[config.mk]
export PLATFORM = sky130hd
export DESIGN_NAME = ramp_trim_cal
export DESIGN_NICKNAME = d
export VERILOG_FILES = /design/src/rtl/cal_pkg.sv /design/src/rtl/cal_target.sv /design/src/rtl/cal_trim_ctr.sv /design/src/rtl/ramp_trim_cal.sv
export SDC_FILE = /design/constraint.sdc
export NUM_CORES = 1
export LEC_CHECK = 0
export ABC_AREA = 1
export BUFFER_PORTS_ARGS = -buffer_cell sky130_fd_sc_hd__buf_2
export CAP_MARGIN = 20
export CORE_MARGIN = 1.5
export CORE_UTILIZATION = 55
export CTS_BUF_LIST = sky130_fd_sc_hd__clkbuf_4
export CTS_CLUSTER_DIAMETER = 60
export DETAILED_ROUTE_END_ITERATION = 7
export HOLD_SLACK_MARGIN = 0.02
export PLACE_DENSITY = 0.86
export SLEW_MARGIN = 20
export SYNTH_ARGS = -nofsm -noshare
export SYNTH_HDL_FRONTEND = slang
export SYNTH_SLANG_ARGS = --single-unit
[constraint.sdc]
create_clock -name clk -period 6.3 [get_ports clk]
set_input_delay 0.945 -clock clk [delete_from_list [all_inputs] [get_ports clk]]
set_output_delay 0.945 -clock clk [all_outputs]
set_load 0.1 [all_outputs]
[src/rtl/cal_pkg.sv]
// Shared types for the ramp trim calibration sequencer.
// Assumes: used by every module of the block, compiled first.
package cal_pkg;
    typedef enum logic [1:0] {
        ST_IDLE  = 2'd0,
        ST_SETUP = 2'd1,
        ST_REQ   = 2'd2,
        ST_WAIT  = 2'd3
    } cal_state_e;
endpackage

[src/rtl/cal_target.sv]
// Computes and holds the comparison target, floor(max_count * 5 / 7).
// Assumes: load is a single-cycle strobe issued when a calibration starts;
// the divisor is a constant so the quotient maps to fixed logic.
module cal_target #(
    parameter int CW = 10
) (
    input  logic          clk,
    input  logic          rst_n,
    input  logic          load,
    input  logic [CW-1:0] max_count,
    output logic [CW-1:0] target
);
    localparam int PW = CW + 3;

    logic [PW-1:0] prod;
    logic [PW-1:0] quot;

    // Scale by five with three guard bits, then divide by seven (truncating).
    always_comb begin
        prod = {3'b000, max_count} * PW'(5);
        quot = prod / PW'(7);
    end

    // Capture the target at start; hold it for the whole search.
    always_ff @(posedge clk) begin
        if (!rst_n)    target <= '0;
        else if (load) target <= quot[CW-1:0];
    end


    target_le_max_chk: assert property (@(posedge clk) disable iff (!rst_n)
        load |=> (target <= $past(max_count)));
endmodule

[src/rtl/cal_trim_ctr.sv]
// Trim code register: clears on request, steps up by one, flags all-ones.
// Assumes: the controller never asks for a step while the code is all ones.
module cal_trim_ctr #(
    parameter int TW = 6
) (
    input  logic          clk,
    input  logic          rst_n,
    input  logic          clr,
    input  logic          inc,
    output logic [TW-1:0] trim,
    output logic          at_max
);
    // Clear on reset or start, otherwise advance by one on request.
    always_ff @(posedge clk) begin
        if (!rst_n || clr) trim <= '0;
        else if (inc)      trim <= trim + 1'b1;
    end

    // All-ones detect for the saturation stop.
    assign at_max = &trim;


    trim_step_chk: assert property (@(posedge clk) disable iff (!rst_n)
        (trim != $past(trim)) |-> ((trim == $past(trim) + 1'b1) || (trim == '0)));


    no_wrap_chk: assert property (@(posedge clk) disable iff (!rst_n)
        !(inc && at_max && !clr));
endmodule

[src/rtl/ramp_trim_cal.sv]
// Linear-search sequencer for the ramp ADC current trim.
// Computes the target, clears the trim, selects the reference channel, then
// requests conversions and raises the trim until a result is at or below target.
// Assumes: the ADC answers each conv_req with one conv_valid some cycles later.
module ramp_trim_cal
    import cal_pkg::*;
#(
    parameter int CW     = 10,
    parameter int TW     = 6,
    parameter int SW     = 3,
    parameter int CAL_CH = 7
) (
    input  logic          clk,
    input  logic          rst_n,
    input  logic          start,
    input  logic [CW-1:0] max_count,
    output logic          conv_req,
    input  logic          conv_valid,
    input  logic [CW-1:0] conv_data,
    output logic [SW-1:0] mux_sel,
    output logic [TW-1:0] trim,
    output logic          busy,
    output logic          done,
    output logic          cal_ok,
    output logic          cal_err
);
    localparam logic [SW-1:0] REF_SEL = SW'(CAL_CH);

    cal_state_e    state;
    logic [CW-1:0] target;
    logic          take_start;
    logic          result_in;
    logic          above;
    logic          at_max;
    logic          step_up;

    // Decode the current cycle's events for the datapath.
    always_comb begin
        take_start = (state == ST_IDLE) && start;
        result_in  = (state == ST_WAIT) && conv_valid;
        above      = conv_data > target;
        step_up    = result_in && above && !at_max;
    end

    cal_target #(.CW(CW)) u_target (
        .clk       (clk),
        .rst_n     (rst_n),
        .load      (take_start),
        .max_count (max_count),
        .target    (target)
    );

    cal_trim_ctr #(.TW(TW)) u_trim (
        .clk    (clk),
        .rst_n  (rst_n),
        .clr    (take_start),
        .inc    (step_up),
        .trim   (trim),
        .at_max (at_max)
    );

    // Sequence state and the registered status outputs.
    always_ff @(posedge clk) begin
        if (!rst_n) begin
            state   <= ST_IDLE;
            busy    <= 1'b0;
            done    <= 1'b0;
            cal_ok  <= 1'b0;
            cal_err <= 1'b0;
            mux_sel <= '0;
        end else begin
            done <= 1'b0;
            unique case (state)
                ST_IDLE: if (start) begin
                    state   <= ST_SETUP;
                    busy    <= 1'b1;
                    cal_ok  <= 1'b0;
                    cal_err <= 1'b0;
                    mux_sel <= REF_SEL;
                end
                ST_SETUP: state <= ST_REQ;
                ST_REQ:   state <= ST_WAIT;
                ST_WAIT: if (conv_valid) begin
                    if (step_up) begin
                        state <= ST_REQ;
                    end else begin
                        state   <= ST_IDLE;
                        busy    <= 1'b0;
                        done    <= 1'b1;
                        mux_sel <= '0;
                        cal_ok  <= !above;
                        cal_err <= above;
                    end
                end
                default: state <= ST_IDLE;
            endcase
        end
    end

    // One request per trim value, issued from the request state only.
    assign conv_req = (state == ST_REQ);


    done_pulse_chk: assert property (@(posedge clk) disable iff (!rst_n)
        done |=> !done);

    done_idle_chk: assert property (@(posedge clk) disable iff (!rst_n)
        done |-> !busy);

    flags_excl_chk: assert property (@(posedge clk) disable iff (!rst_n)
        $onehot0({cal_ok, cal_err}));

    mux_ref_chk: assert property (@(posedge clk) disable iff (!rst_n)
        busy |-> (mux_sel == REF_SEL));

    req_single_chk: assert property (@(posedge clk) disable iff (!rst_n)
        conv_req |=> !conv_req);

    err_sat_chk: assert property (@(posedge clk) disable iff (!rst_n)
        cal_err |-> at_max);
endmodule

# Yosys cells after proc, flatten, opt, wreduce, memory -nomap -nowiden
# Index checks and enable logic that the tools add are counted.
# classes
div,1
mux,20
add_sub_neg,1
n_reduce_logical,14
eq_ne,6
n_lt_le_gt_ge,1
n_mul,1
# ops
op,count
$div A13 B3 Y13 const B,1
$mul A10 B3 Y13 const B,1
$gt A10 B10 Y1,1
$mux W1,9
$mux W3,3
$pmux W2 S4,1
$add A6 B1 Y6 const B,1
$mux W2,3
$ne A2 B2 Y1 const B,3
$pmux W1 S2,3
$pmux W3 S2,1
$reduce_and A6 Y1,1
$eq A2 B2 Y1 const B,2
$logic_and A1 B1 Y1,4
$reduce_and A4 Y1,1
$logic_not A1 Y1,3
$reduce_and A3 Y1,1
$eq A2 B1 Y1 const B,1
$logic_not A2 Y1,1
$reduce_and A2 Y1,1
$reduce_bool A2 Y1,1
$logic_or A1 B1 Y1,1
# word_totals
reg_bits,25
output_inout_bits,14

# Depth between registers and ports, before layout
# depth
word_depth,7
mapped_depth,50
mapped_depth_nobuf,50

# Modules after synthesis
# A second synthesis with hierarchy kept.
# unflattened
cells_unflattened,399
area_unflattened_um2,2552.4
# modules_own_cells
module,instances,seq_area_each_um2,area_per_inst_um2,cells_per_inst
cal_target,1,200.2,1682.9,268
ramp_trim_cal,1,120.1,598.1,93
cal_trim_ctr,1,120.1,271.5,38

# Worst setup path before layout
# Ideal clock, no wire load.
# synth_path
path_type,input port to flip-flop
startpoint,input port max_count[1]
endpoint,register u_target.target[0]
arrival_ps,4915
slack_ps,1276
t_required_ps,6191
setup_time_ps,109
path_stages,41
cell_sequence,ha_1 ha_1 inv_1 fa_1 inv_1 nand2_1 nand2_2 nand3_2 nand2_1 nand2_1 nand2_2 inv_1 o21bai_4 nand3_2 nand2_4 nand2_4 nand3_1 nand3b_1 (+5 left out) nand2_2 nand3_2 nand2_2 nand2_4 xor2_1 o21bai_1 nand2_2 nand2_2 nand2_1 nand2_1 inv_1 ha_1 nand2_1 nand2_1 nand3_1 nand3_1 nand2_1 inv_1
# synth_between
elab_chain_cells,2
# synth_lines
element,line_no,source
start: declaration,ramp_trim_cal.sv:16,"input logic [CW-1:0] max_count,"
$mul A10 B3 Y13,cal_target.sv:20,"prod = {3'b000, max_count} * PW'(5);"
$div A13 B3 Y13,cal_target.sv:21,quot = prod / PW'(7);
end signal: assignment,cal_target.sv:27,else if (load) target <= quot[CW-1:0];
end: declaration,cal_target.sv:11,output logic [CW-1:0] target
# Every way passes these cells.
# A chain may end at the register's enable or synchronous reset.

# Final worst setup path
# Ends and elaborated chain as after synthesis.

==> results.py <==
metrics = {
    "outcome": {
        "status": "complete, no violations",
    },
    "setup_path": {
        "critPathLaunch": "max_count[1]",
        "cp_data_arrival_time_ns": 5.58,
        "timing.rr.end": "cal_err",
        "worstPathRequired_ns": 6.54,
        "endpoint": "u_target.target[0]",
        "slowest_stage": "fa_1",
        "cp.buffers_inverters": 7,
        "critPathKind": "primary input to register",
        "critPathMaxFanout": 6,
        "cp_top_family": "simple AND/OR/NAND/NOR gates",
        "cp_common_cell": "nand2_1",
        "critPathMaxStageDelay_ns": 0.40,
        "endpoint_kind": "register",
        "cp_num_cells": 45,
        "cp-start-kind": "primary input",
        "r2r_slack_ns": 3.64,
        "r2r-start": "u_target.target[1]",
        "reg2reg_depth": 17,
    },
    "job": {
        "cap_violations": 0,
    },
    "clock_tree": {
        "ctsLongestPathBuffers": 2,
        "cts_buffers": 3,
        "cts_sinks": 22,
        "h-tree-depth": 1,
        "post_cts_buffers": 0,
        "cts_hold_buf": 0,
        "cts.clk_slew.worst_paths_ns": 0.13,
        "cts_tree": "built",
        "cts_root_buffer": "clkbuf_4",
        "worst_skew_pair.late_latency_ns": 0.32,
        "post_cts_resized": 0,
    },
    "pwr": {
        "p_comb_frac": 0.729,
        "p_seq_frac": 0.165,
        "internal_power_mw": 0.485,
        "p_switching_mw": 0.535,
        "p_leak_nw": 1.49,
        "p_sw_frac": 0.525,
        "vdd_drop_max_mv": 0.335,
        "p_clk_frac": 0.106,
        "powerDensity_nw_per_um2": 374,
    },
    "place": {
        "dpl_cell_area_um2": 2680,
        "hpwlAfterDp_um": 4210,
        "port_buffers": 37,
        "place_congestion": 0.817,
        "pre_cts_slack_ns": 0.592,
    },
    "routing": {
        "final_antenna_net_count": 0,
        "drc": 0,
        "drt_iter0_drc": 84,
        "dr.pass1.iters": 4,
        "routed_wl_um": 5000,
        "num_vias": 2436,
        "via_per_inst": 5.26,
        "avgRoutedWirePerCell_um": 10.8,
    },
    "layout": {
        "n_fill_cell": 414,
        "final_common_cell": "nand2_1",
        "finalInstanceArea_um2": 2730,
        "nets": 465,
        "diodes": 0,
        "multi_input_area_um2": 1730,
        "final_cell_mix": "nand2_1 (86), inv_1 (61), buf_2 (37), nand3_1 (34), ha_1 (28)",
        "drive_gt1_frac": 0.231,
        "ff_latch_area_um2": 440,
        "area_growth_pct": 10.9,
        "fin_util": 0.631,
    },
    "yosys": {
        "synth_area_um2": 2460,
        "synth_top_area_frac": 0.179,
        "synth_cells": 376,
        "synth_cell_types": 39,
        "synthArstFlopShare": 0,
        "synth-edff-count": 0,
        "synth_area_leaders": "dfxtp_1 (18%), ha_1 (14%), nand2_1 (13%)",
        "synth_fp_nets": 429,
        "yosysSeqAreaShare": 0.179,
        "synth_top_cell_by_area": "dfxtp_1",
        "ys_ff_latch": 22,
        "synthFlopType": "dfxtp_1",
        "ys_warn_count": 0,
        "syn_area_per_cell_um2": 6.55,
    },
    "grt": {
        "grt_pass1_vias": 2107,
        "grt_first_pass_wirelength_um": 8560,
        "grt_use_total": 0.205,
        "gr-total-overflow": 0,
        "antenna_found_initial": 0,
        "grt_max_degree": 14,
    },
    "sta": {
        "fin_crit_sh": 0.848,
        "fin_skew_ns": 0.0164,
        "fmax_mhz": 187,
        "hold_violations": 0,
        "fin_ws_ns": 0.958,
        "setup_viol": 0,
        "rsz0062_at_grt": "false",
        "max_slew_margin": 0.678,
        "worst_pin_slew_ns": 0.487,
        "final-max-slew-violation-count": 0,
        "setup-tns-final_ns": 0,
        "whs_ns": 0.477,
        "min_period_ns": 5.34,
    },
    "floorplan": {
        "die_area_um2": 4890,
        "io_pins": 38,
        "initial_core_util": 0.569,
        "die_x_um": 69.9,
        "num_rows": 24,
        "die_h_um": 69.9,
        "core_area_um2": 4320,
    },
    "min_path": {
        "hold_path.class": "register to register",
    },
}
Yosys cell counts, types with 3 or more instances:
cell type	number
a21oi_1	14
buf_4	3
dfxtp_1	22
ha_1	28
inv_1	61
inv_2	4
nand2_1	86
nand2_2	25
nand2_4	3
nand3_1	34
nand3_2	9
nand4_1	4
nand4_2	4
nor2_1	21
nor2_2	3
nor3_1	5
o21ai_0	18
o21bai_1	3
xor2_1	4
through the flow:
stage / instances / power (mW)
after CTS: 463 / 1.02
after global routing: 463 / 1.13
final: 463 / 1.02
after global placement: 459 / 0.883
after floorplan: 376 / 0.796
after detailed placement: 459 / 0.911
cells by family (layout without fill, tap and decap cells):
logic type,after synthesis,count (layout),synth area share
AO/OA/AOI/OAI,46,46,0.115
XOR/XNOR,6,6,0.0214
adder cells (fa/ha/maj),29,29,0.150
buffers and inverters,73,108,0.116
flip-flops,22,22,0.179
AND/OR/NAND/NOR,200,200,0.417
worst min path at each step:
stage,to,startpoint,cells past startpoint,slack (ns)
finish,cal_err,cal_err,2,0.48
global route,cal_ok,cal_ok,2,0.50
CTS,cal_err,cal_err,2,0.47
detailed placement,cal_err,cal_err,2,0.46
global placement,cal_err,cal_err,2,0.46
floorplan,u_target.target[1],u_target.target[1],2,0.45
worst reg2reg max path: stages (launching register included):
cell      delay (ns)
dfxtp_1         0.33
inv_1           0.05
ha_1            0.30
inv_1           0.04
nor2_1          0.08
nor2_1          0.05
o21a_1          0.15
o21ai_0         0.16
a21boi_0        0.10
o21ai_0         0.21
nand2_1         0.10
nor3_1          0.33
inv_1           0.18
nand2_1         0.13
inv_1           0.09
nor2_1          0.12
nand2_1         0.06
a21oi_1         0.11
layer usage:
metal | global-route usage | vias up | wire [um]
li1 | - | 1287 | -
met1 | 0.266 | 1093 | 2270
met2 | 0.375 | 49 | 2540
met3 | 0.0173 | 7 | 157
met4 | 0.0321 | 0 | 43
met5 | 0 | - | 0
sequential cells by signal (all words and copies together) (netlist names):
signal and cells:
done 1, cal_err 1, mux_sel 1, u_trim.trim 6, u_target.target 10, state 2, cal_ok 1
power by group through the flow:
| stage | logic, mW | clock network, mW | registers, mW |
|---|---|---|---|
| after floorplan | 0.619 | 0 | 0.177 |
| after global placement | 0.713 | 0 | 0.170 |
| after detailed placement | 0.740 | 0 | 0.172 |
| after CTS | 0.744 | 0.110 | 0.169 |
| after global routing | 0.845 | 0.114 | 0.170 |
| final | 0.743 | 0.108 | 0.168 |
cell type report:
type,instances,share of cell area
repair buffers,37,0.0679
multi-input cells,281,0.635
clock inverters,1,0.0110
flip-flops and latches,22,0.161
clock buffers,3,0.00825
inverters,67,0.0922
well taps,52,0.0238
Note: power is estimated with default switching activity, not from simulation.
